==> src/rtl/burst_seq_pkg.sv <==
package burst_seq_pkg;
  typedef enum logic [1:0] {
    BT_RSVD0 = 2'b00,
    BT_INCR  = 2'b01,
    BT_WRAP  = 2'b10,
    BT_RSVD3 = 2'b11
  } burst_e;

  // Wrap lengths allowed: 2, 4, 8 or 16 beats (field value 1, 3, 7, 15)
  function automatic logic wrap_len_ok(input logic [7:0] len);
    return (len == 8'd1) || (len == 8'd3) || (len == 8'd7) || (len == 8'd15);
  endfunction
endpackage

==> src/rtl/burst_req_check.sv <==
module burst_req_check
  import burst_seq_pkg::*;
#(
  parameter int ADDR_W    = 32,
  parameter int LEN_W     = 8,
  parameter int SIZE_W    = 3,
  parameter int PAGE_BITS = 12
) (
  input  logic [ADDR_W-1:0] addr,
  input  logic [LEN_W-1:0]  len,
  input  logic [SIZE_W-1:0] size,
  input  logic [1:0]        burst,
  output logic              illegal,
  output logic              wrap_ok,
  output logic [ADDR_W-1:0] wrap_mask
);
  localparam int PG_W = ADDR_W - PAGE_BITS + 1;

  logic [ADDR_W-1:0] lane_mask;
  logic [ADDR_W-1:0] span;
  logic [ADDR_W:0]   final_ext;
  logic [PG_W-1:0]   first_pg, final_pg;
  logic              is_incr, is_wrap, bad_type, bad_page, bad_wlen, bad_walign;
  logic [7:0]        len8;

  assign len8      = 8'(len);
  assign lane_mask = (ADDR_W'(1) << size) - ADDR_W'(1);
  assign span      = ADDR_W'(len) << size;
  assign final_ext = {1'b0, addr & ~lane_mask} + {1'b0, span};
  assign first_pg  = {1'b0, addr[ADDR_W-1:PAGE_BITS]};
  assign final_pg  = final_ext[ADDR_W:PAGE_BITS];

  assign is_incr    = (burst == BT_INCR);
  assign is_wrap    = (burst == BT_WRAP);
  assign bad_type   = !is_incr && !is_wrap;
  assign bad_page   = is_incr && (first_pg != final_pg);
  assign bad_wlen   = is_wrap && !wrap_len_ok(len8);
  assign bad_walign = is_wrap && ((addr & lane_mask) != '0);

  assign illegal   = bad_type | bad_page | bad_wlen | bad_walign;
  assign wrap_ok   = is_wrap && !bad_wlen && !bad_walign;
  assign wrap_mask = ((ADDR_W'(len) + ADDR_W'(1)) << size) - ADDR_W'(1);
endmodule

==> src/rtl/burst_addr_step.sv <==
module burst_addr_step #(
  parameter int ADDR_W = 32,
  parameter int SIZE_W = 3
) (
  input  logic [ADDR_W-1:0] cur_addr,
  input  logic [SIZE_W-1:0] size,
  input  logic              wrap_en,
  input  logic [ADDR_W-1:0] wrap_mask,
  output logic [ADDR_W-1:0] next_addr
);
  logic [ADDR_W-1:0] lane_mask;
  logic [ADDR_W-1:0] stepped;

  assign lane_mask = (ADDR_W'(1) << size) - ADDR_W'(1);
  assign stepped   = (cur_addr & ~lane_mask) + (ADDR_W'(1) << size);
  assign next_addr = wrap_en ? ((cur_addr & ~wrap_mask) | (stepped & wrap_mask))
                             : stepped;
endmodule

==> src/rtl/burst_beat_ctrl.sv <==
module burst_beat_ctrl #(
  parameter int LEN_W = 8
) (
  input  logic             clk,
  input  logic             rst_n,
  input  logic             start,
  input  logic [LEN_W-1:0] len_in,
  input  logic             advance,
  output logic             busy,
  output logic             last
);
  logic [LEN_W-1:0] cnt_q, len_q;

  assign last = busy && (cnt_q == len_q);

  always_ff @(posedge clk or negedge rst_n) begin
    if (!rst_n) begin
      busy  <= 1'b0;
      cnt_q <= '0;
      len_q <= '0;
    end else if (start) begin
      busy  <= 1'b1;
      cnt_q <= '0;
      len_q <= len_in;
    end else if (advance) begin
      if (last) busy <= 1'b0;
      else      cnt_q <= cnt_q + LEN_W'(1);
    end
  end
endmodule

==> src/rtl/burst_addr_seq.sv <==
module burst_addr_seq #(
  parameter int ADDR_W    = 32,
  parameter int LEN_W     = 8,
  parameter int SIZE_W    = 3,
  parameter int PAGE_BITS = 12
) (
  input  logic              clk,
  input  logic              rst_n,
  input  logic              req_valid,
  output logic              req_ready,
  input  logic [ADDR_W-1:0] req_addr,
  input  logic [LEN_W-1:0]  req_len,
  input  logic [SIZE_W-1:0] req_size,
  input  logic [1:0]        req_burst,
  output logic              beat_valid,
  input  logic              beat_ready,
  output logic [ADDR_W-1:0] beat_addr,
  output logic              beat_last,
  output logic              beat_err
);
  logic              busy, last, req_fire, beat_fire;
  logic              illegal, wrap_ok, wrap_q;
  logic [ADDR_W-1:0] wmask, wmask_q, addr_q, addr_nxt;
  logic [SIZE_W-1:0] size_q;
  logic              err_q;

  assign req_ready  = !busy;
  assign req_fire   = req_valid && req_ready;
  assign beat_valid = busy;
  assign beat_fire  = busy && beat_ready;
  assign beat_addr  = addr_q;
  assign beat_last  = last;
  assign beat_err   = err_q;

  burst_req_check #(.ADDR_W(ADDR_W), .LEN_W(LEN_W), .SIZE_W(SIZE_W),
                    .PAGE_BITS(PAGE_BITS)) u_check (
    .addr(req_addr), .len(req_len), .size(req_size), .burst(req_burst),
    .illegal(illegal), .wrap_ok(wrap_ok), .wrap_mask(wmask)
  );

  burst_addr_step #(.ADDR_W(ADDR_W), .SIZE_W(SIZE_W)) u_step (
    .cur_addr(addr_q), .size(size_q), .wrap_en(wrap_q),
    .wrap_mask(wmask_q), .next_addr(addr_nxt)
  );

  burst_beat_ctrl #(.LEN_W(LEN_W)) u_ctrl (
    .clk(clk), .rst_n(rst_n), .start(req_fire), .len_in(req_len),
    .advance(beat_fire), .busy(busy), .last(last)
  );

  always_ff @(posedge clk or negedge rst_n) begin
    if (!rst_n) begin
      addr_q  <= '0;
      size_q  <= '0;
      wrap_q  <= 1'b0;
      wmask_q <= '0;
      err_q   <= 1'b0;
    end else if (req_fire) begin
      addr_q  <= req_addr;
      size_q  <= req_size;
      wrap_q  <= wrap_ok;
      wmask_q <= wmask;
      err_q   <= illegal;
    end else if (beat_fire && !last) begin
      addr_q  <= addr_nxt;
    end
  end
endmodule

==> config.mk <==
export PLATFORM = sky130hd
export DESIGN_NAME = burst_addr_seq
export DESIGN_NICKNAME = d
export VERILOG_FILES = /design/src/rtl/burst_seq_pkg.sv /design/src/rtl/burst_req_check.sv /design/src/rtl/burst_addr_step.sv /design/src/rtl/burst_beat_ctrl.sv /design/src/rtl/burst_addr_seq.sv
export SDC_FILE = /design/constraint.sdc
export NUM_CORES = 1
export LEC_CHECK = 0
export CAP_MARGIN = 20
export CORE_MARGIN = 4
export CORE_UTILIZATION = 24
export DETAILED_ROUTE_END_ITERATION = 8
export SLEW_MARGIN = 0
export SYNTH_ARGS = -nofsm -noshare
export SYNTH_HDL_FRONTEND = slang
export SYNTH_SLANG_ARGS = --single-unit
==> constraint.sdc <==
create_clock -name clk -period 6.9 [get_ports clk]
set_clock_uncertainty 0.2 [all_clocks]
set_input_delay 1.035 -clock clk [delete_from_list [all_inputs] [get_ports clk]]
set_output_delay 1.035 -clock clk [all_outputs]
set_load 0.1 [all_outputs]
Word-level counts from Yosys, hierarchy flattened --
Index checks and enable logic that the tools add are counted.
Cells by class: eq/ne operators 9, reductions and logical operators 26, multiplexer cells 9, bitwise operators 12, $add $sub $neg 7, shift operators 4
Operators with widths (count):
- 32-bit bitwise AND | 5
- 32-bit two-way mux | 3
- 32-bit NOT | 3
- 1-bit by 3-bit left shift with 32-bit output, first input constant | 2
- 32-bit by 2-bit subtractor with 32-bit output, second input constant | 2
- 32-bit by 32-bit adder with 33-bit output | 1
- 32-bit adder | 1
- 32-bit bitwise OR | 1
- 32-bit nonzero test | 1
- 32-bit by 3-bit left shift with 32-bit output | 1
- 8-bit by 3-bit left shift with 32-bit output | 1
- 32-bit by 1-bit subtractor with 32-bit output, second input constant | 1
- 8-bit two-way mux | 3
- 20-bit by 21-bit != test with 1-bit output | 1
- 1-bit logical AND | 10
- 8-bit by 1-bit adder with 9-bit output, second input constant | 1
- 8-bit by 1-bit adder with 8-bit output, second input constant | 1
- 8-bit by 1-bit equality test with 1-bit output, second input constant | 1
- 8-bit by 2-bit equality test with 1-bit output, second input constant | 1
- 8-bit by 3-bit equality test with 1-bit output, second input constant | 1
- 8-bit by 4-bit equality test with 1-bit output, second input constant | 1
- 8-bit equality test | 1
- 1-bit zero test | 7
- 2-bit nonzero test | 3
- 7 further kinds | 14
Word-level totals: input bits 49, output and inout port bits 36, register bits 86, logic and storage cells 75

Depth between registers and ports, before layout --
depth in word-level cells 10, mapped depth 19, mapped depth without buffers 16

Modules after synthesis --
Synthesis repeated with hierarchy kept, for this count alone.
Unflattened totals: cells, all modules 1008, area, all modules 8501.9 µm²
By module, submodules not included:
- burst_addr_seq | area an instance 3337.0 µm², cells an instance 266, instances 1, seq. area each 1726.7 µm²
- burst_req_check | area an instance 2461.1 µm², cells an instance 381, instances 1, seq. area each 0.0 µm²
- burst_addr_step | area an instance 1816.7 µm², cells an instance 286, instances 1, seq. area each 0.0 µm²
- burst_beat_ctrl | area an instance 887.1 µm², cells an instance 75, instances 1, seq. area each 425.4 µm²

Least setup slack after synthesis --
No wires, ideal clock.
path type flip-flop to output port, from reg u_ctrl.busy, to out beat_last, cell stages (with the launch flop) 3, data required time 5665 ps, slack 1760 ps, arrival time 3905 ps, path buffers 0, cell sequence dfrtp_1 -> inv_1 -> nor3_1
On the way: word-level cells in the longest chain between the ends 1
Ends and longest elaborated chain:
- from (decl) | RTL line burst_beat_ctrl.sv:9 | output logic busy,
- from (signal assigned) | RTL line burst_beat_ctrl.sv:18 | busy <= 1'b0;
- from (signal assigned) | RTL line burst_beat_ctrl.sv:22 | busy <= 1'b1;
- from (signal assigned) | RTL line burst_beat_ctrl.sv:26 | if (last) busy <= 1'b0;
- 1-bit logical AND | RTL line burst_beat_ctrl.sv:14 | assign last = busy && (cnt_q == len_q);
- to (decl) | RTL line burst_addr_seq.sv:18 | output logic beat_last,
No other way between the ends.

Worst setup path in the final report --
from in req_size[2], to reg err_q (netlist: beat_err)
On the way: word-level cells in the longest chain between the ends 10, elaborated cells between the ends (all ways) 14, those cells by class 2 x add/sub; 1 x eq/ne; 2 x shift; 6 x bitwise; 3 x reduce/logical
Ends and longest elaborated chain:
- from (decl) | RTL line burst_addr_seq.sv:13 | input logic [SIZE_W-1:0] req_size,
- 1-bit by 3-bit left shift with 32-bit output | RTL line burst_req_check.sv:27 | assign lane_mask = (ADDR_W'(1) << size) - ADDR_W'(1);
- 32-bit by 2-bit subtractor with 32-bit output | RTL line burst_req_check.sv:27
- 32-bit NOT | RTL line burst_req_check.sv:29 | assign final_ext = {1'b0, addr & ~lane_mask} + {1'b0, span};
- 32-bit bitwise AND | RTL line burst_req_check.sv:29
- 32-bit by 32-bit adder with 33-bit output | RTL line burst_req_check.sv:29
- 20-bit by 21-bit != test with 1-bit output | RTL line burst_req_check.sv:36 | assign bad_page = is_incr && (first_pg != final_pg);
- 1-bit logical AND | RTL line burst_req_check.sv:36
- 1-bit bitwise OR (2 in a row) | RTL line burst_req_check.sv:40 | assign illegal = bad_type | bad_page | bad_wlen | bad_walign;
- 1-bit bitwise OR (*) | RTL line burst_req_check.sv:40
- to (signal assigned) | RTL line burst_addr_seq.sv:63 | err_q <= illegal;
- to (decl) | RTL line burst_addr_seq.sv:25 | logic err_q;
Mark *: on every way between the ends. The rest lies on a longest branch, timed or not. A chain may end at the register's enable or synchronous reset.

==> flow_metrics.env <==
export IMPL_holdWs_ns=0.274
export IMPL_synth_most_common_cell="nand2_1"
export IMPL_top_layer="met4"
export IMPL_antenna_found_initial=0
export IMPL_ctsHoldBuffers=0
export IMPL_synth_nets=1039
export IMPL_crit_required_ns=6.92
export IMPL_synth_seq_area_share=0.287
export IMPL_syn_avg_cell_area_um2=7.68
export IMPL_syn_inst=965
export IMPL_yosys_area_top_type_share=0.287
export IMPL_dpl_cell_count=1390
export IMPL_clock_path_buffers=2
export IMPL_p_per_area_nw_per_um2=348
export IMPL_core_um2=30500
export IMPL_ys_flop_type="dfrtp_1"
export IMPL_fp_dieW_um=184
export IMPL_multi_input_area_um2=4940
export IMPL_min_period_ns=5.60
export IMPL_clk_pin_slew_ns=0.07
export IMPL_cts_root_buf="clkbuf_16"
export IMPL_grt_use_total=0.153
export IMPL_drt_wl_total_um=26500
export IMPL_setup_viol=0
export IMPL_htreeDepth=3
export IMPL_port_buffers=84
export IMPL_setup_worst_path_start="req_size[2]"
export IMPL_synth_edff_count=0
export IMPL_fin_total_pwr_mw=3.09
export IMPL_slew_viol_final=0
export IMPL_clock_sinks=85
export IMPL_ir_worst_vdd_mv=0.167
export IMPL_place_area_um2=8570
export IMPL_rsz0062_at_grt="no"
export IMPL_drt_vias_per_instance=5.44
export IMPL_end_kind="flop"
export IMPL_gp_congestion=0.900
export IMPL_fin_cells=1405
export IMPL_rrSetupSlack_ns=2.40
export IMPL_post_place_ws_ns=0.978
export IMPL_wl_met3_um=1570
export IMPL_syn_to_final_growth_pct=19.6
export IMPL_clkPwrFrac=0.160
export IMPL_insertion_delay_ns=0.34
export IMPL_rows=64
export IMPL_drc=0
export IMPL_grt_max_degree=76
export IMPL_slew_limit_headroom=0.321
export IMPL_grt_pass1_wl_um=41800
export IMPL_met1_length_um=12200
export IMPL_synth_area_leaders="dfrtp_1 29%, nand2_1 7.1%, o21ai_0 5.1%"
export IMPL_worst_pin_slew_ns=1.02
export IMPL_fp_dieH_um=184
export IMPL_max_cap_violations=0
export IMPL_endpoint="beat_err"
export IMPL_drt_pass1_iter_count=7
export IMPL_synthTopCellsByCount="141 x nand2_1, 85 x dfrtp_1, 85 x nor2_1, 75 x o21ai_0, 53 x a21oi_1"
export IMPL_wl_met2_um=12200
export IMPL_via_count=7637
export IMPL_yosysWarnings=0
export IMPL_drtIter0Drc=613
export IMPL_ant_nets=0
export IMPL_switching_power_mw=1.62
export IMPL_start_kind="input pin"
export IMPL_post_route_cell_area_um2=8870
export IMPL_wl_per_cell_um=18.8
export IMPL_setup_slack_ns=1.30
export IMPL_hold_viol=0
export IMPL_finish_utilization=0.291
export IMPL_status="complete, no violations"
export IMPL_internal_power_mw=1.47
export IMPL_nets=1079
export IMPL_cts_resized_gates=0
export IMPL_yosys_area_top_type="dfrtp_1"
export IMPL_max_freq_ghz=0.179
export IMPL_synthesis_area_um2=7410
export IMPL_ys_async_sr_fraction=1.00
export IMPL_cts_setup_buffers=0
export IMPL_period_share=0.811
export IMPL_drive_above_1_share=0.0496
export IMPL_pwr_share_comb=0.548
export IMPL_cts_tree="built"
export IMPL_rr_worst_depth=10
export IMPL_initial_utilization=0.243
export IMPL_p_leak_nw=3.56
export IMPL_arrival_ns=5.61
export IMPL_seq_area_um2=2130
export IMPL_synth_seq_cells=85
export IMPL_cp_max_fo=21
export IMPL_num_fill_cells=3261
export IMPL_seq_power_share=0.292
export IMPL_n_antenna_cell=0
export IMPL_die_area_um2=33800
export IMPL_numCtsBuffers=9
export IMPL_path_class="input pin to flop"
export IMPL_io_pins=85
export IMPL_gr_total_overflow=0
export IMPL_switching_share=0.523
export IMPL_r2r_start="size_q[1]"
export IMPL_dp_hpwl_um=19900
export IMPL_tns_ns=0
export IMPL_worstHoldPathType="flop to flop"
export IMPL_grt_pass1_vias=7476
export IMPL_yosysUniqueCellTypes=76
-- final cells by class --
class                   count  area share
clock inverters             6     0.00804
inverters                  28      0.0118
clock buffers               9      0.0254
multi-input cells         788       0.557
well taps                 396      0.0559
repair buffers             93       0.102
flip-flops and latches     85       0.240
-- layout by cell type (no fill, tap or decap), types with 13 or more instances in the layout --
master,netlist,final
a211oi_1,13,13
a21oi_1,53,53
a31oi_1,13,13
and2_1,24,24
and3_1,13,13
clkdlybuf4s50_1,0,83
dfrtp_1,85,85
ha_1,25,25
inv_1,28,28
mux2i_1,21,21
nand2_1,141,140
nand2b_1,14,14
nand3_1,26,26
nand4_1,18,18
nor2_1,85,84
nor3_1,27,27
o21ai_0,75,75
xnor2_1,31,31
xor2_1,13,13
-- worst min path at each step --
stage	startpoint	end	cells after the start	slack [ns]
finish	wmask_q[20]	wmask_q[20]	2	0.27
global route	wmask_q[20]	wmask_q[20]	2	0.31
CTS	wmask_q[20]	wmask_q[20]	2	0.27
detailed placement	wmask_q[20]	wmask_q[20]	2	0.26
global placement	wmask_q[20]	wmask_q[20]	2	0.25
floorplan	wmask_q[20]	wmask_q[20]	2	0.24
-- worst max-delay path, stage by stage --
cell and delay (ns):
clkdlybuf4s50_1 0.92, nor2_1 0.26, nand2_1 0.16, ha_1 0.35
nand2_1 0.23, and2_1 0.23, ha_1 0.36, xnor2_1 0.29
nor3_1 0.08, or4b_2 0.63, a21oi_1 0.16, nand4_1 0.11
a2111o_1 0.31, a2111oi_0 0.35, a21oi_1 0.13
-- per-layer routing --
layer	global-route usage	up-vias
met5	0	-
met4	0.0435	0
met3	0.0216	34
met2	0.246	267
met1	0.216	3717
li1	-	3619
-- power by group through the flow --
stage	Sequential [mW]	Combinational [mW]	Clock [mW]
after detailed placement	0.906	1.69	0
after global routing	0.932	1.82	0.518
after floorplan	1.34	0.784	0
final	0.902	1.69	0.494
after global placement	0.900	1.67	0
after CTS	0.898	1.69	0.499
-- cells by family after synthesis --
group           Yosys count  share of synthesized area
simple gates            413                      0.276
compound gates          279                      0.257
buf+inv                  92                     0.0484
flops                    85                      0.287
xor+xnor                 45                     0.0542
mux                      26                     0.0359
fa+ha+maj                25                     0.0422
Note: power is estimated with default switching activity, not from simulation.
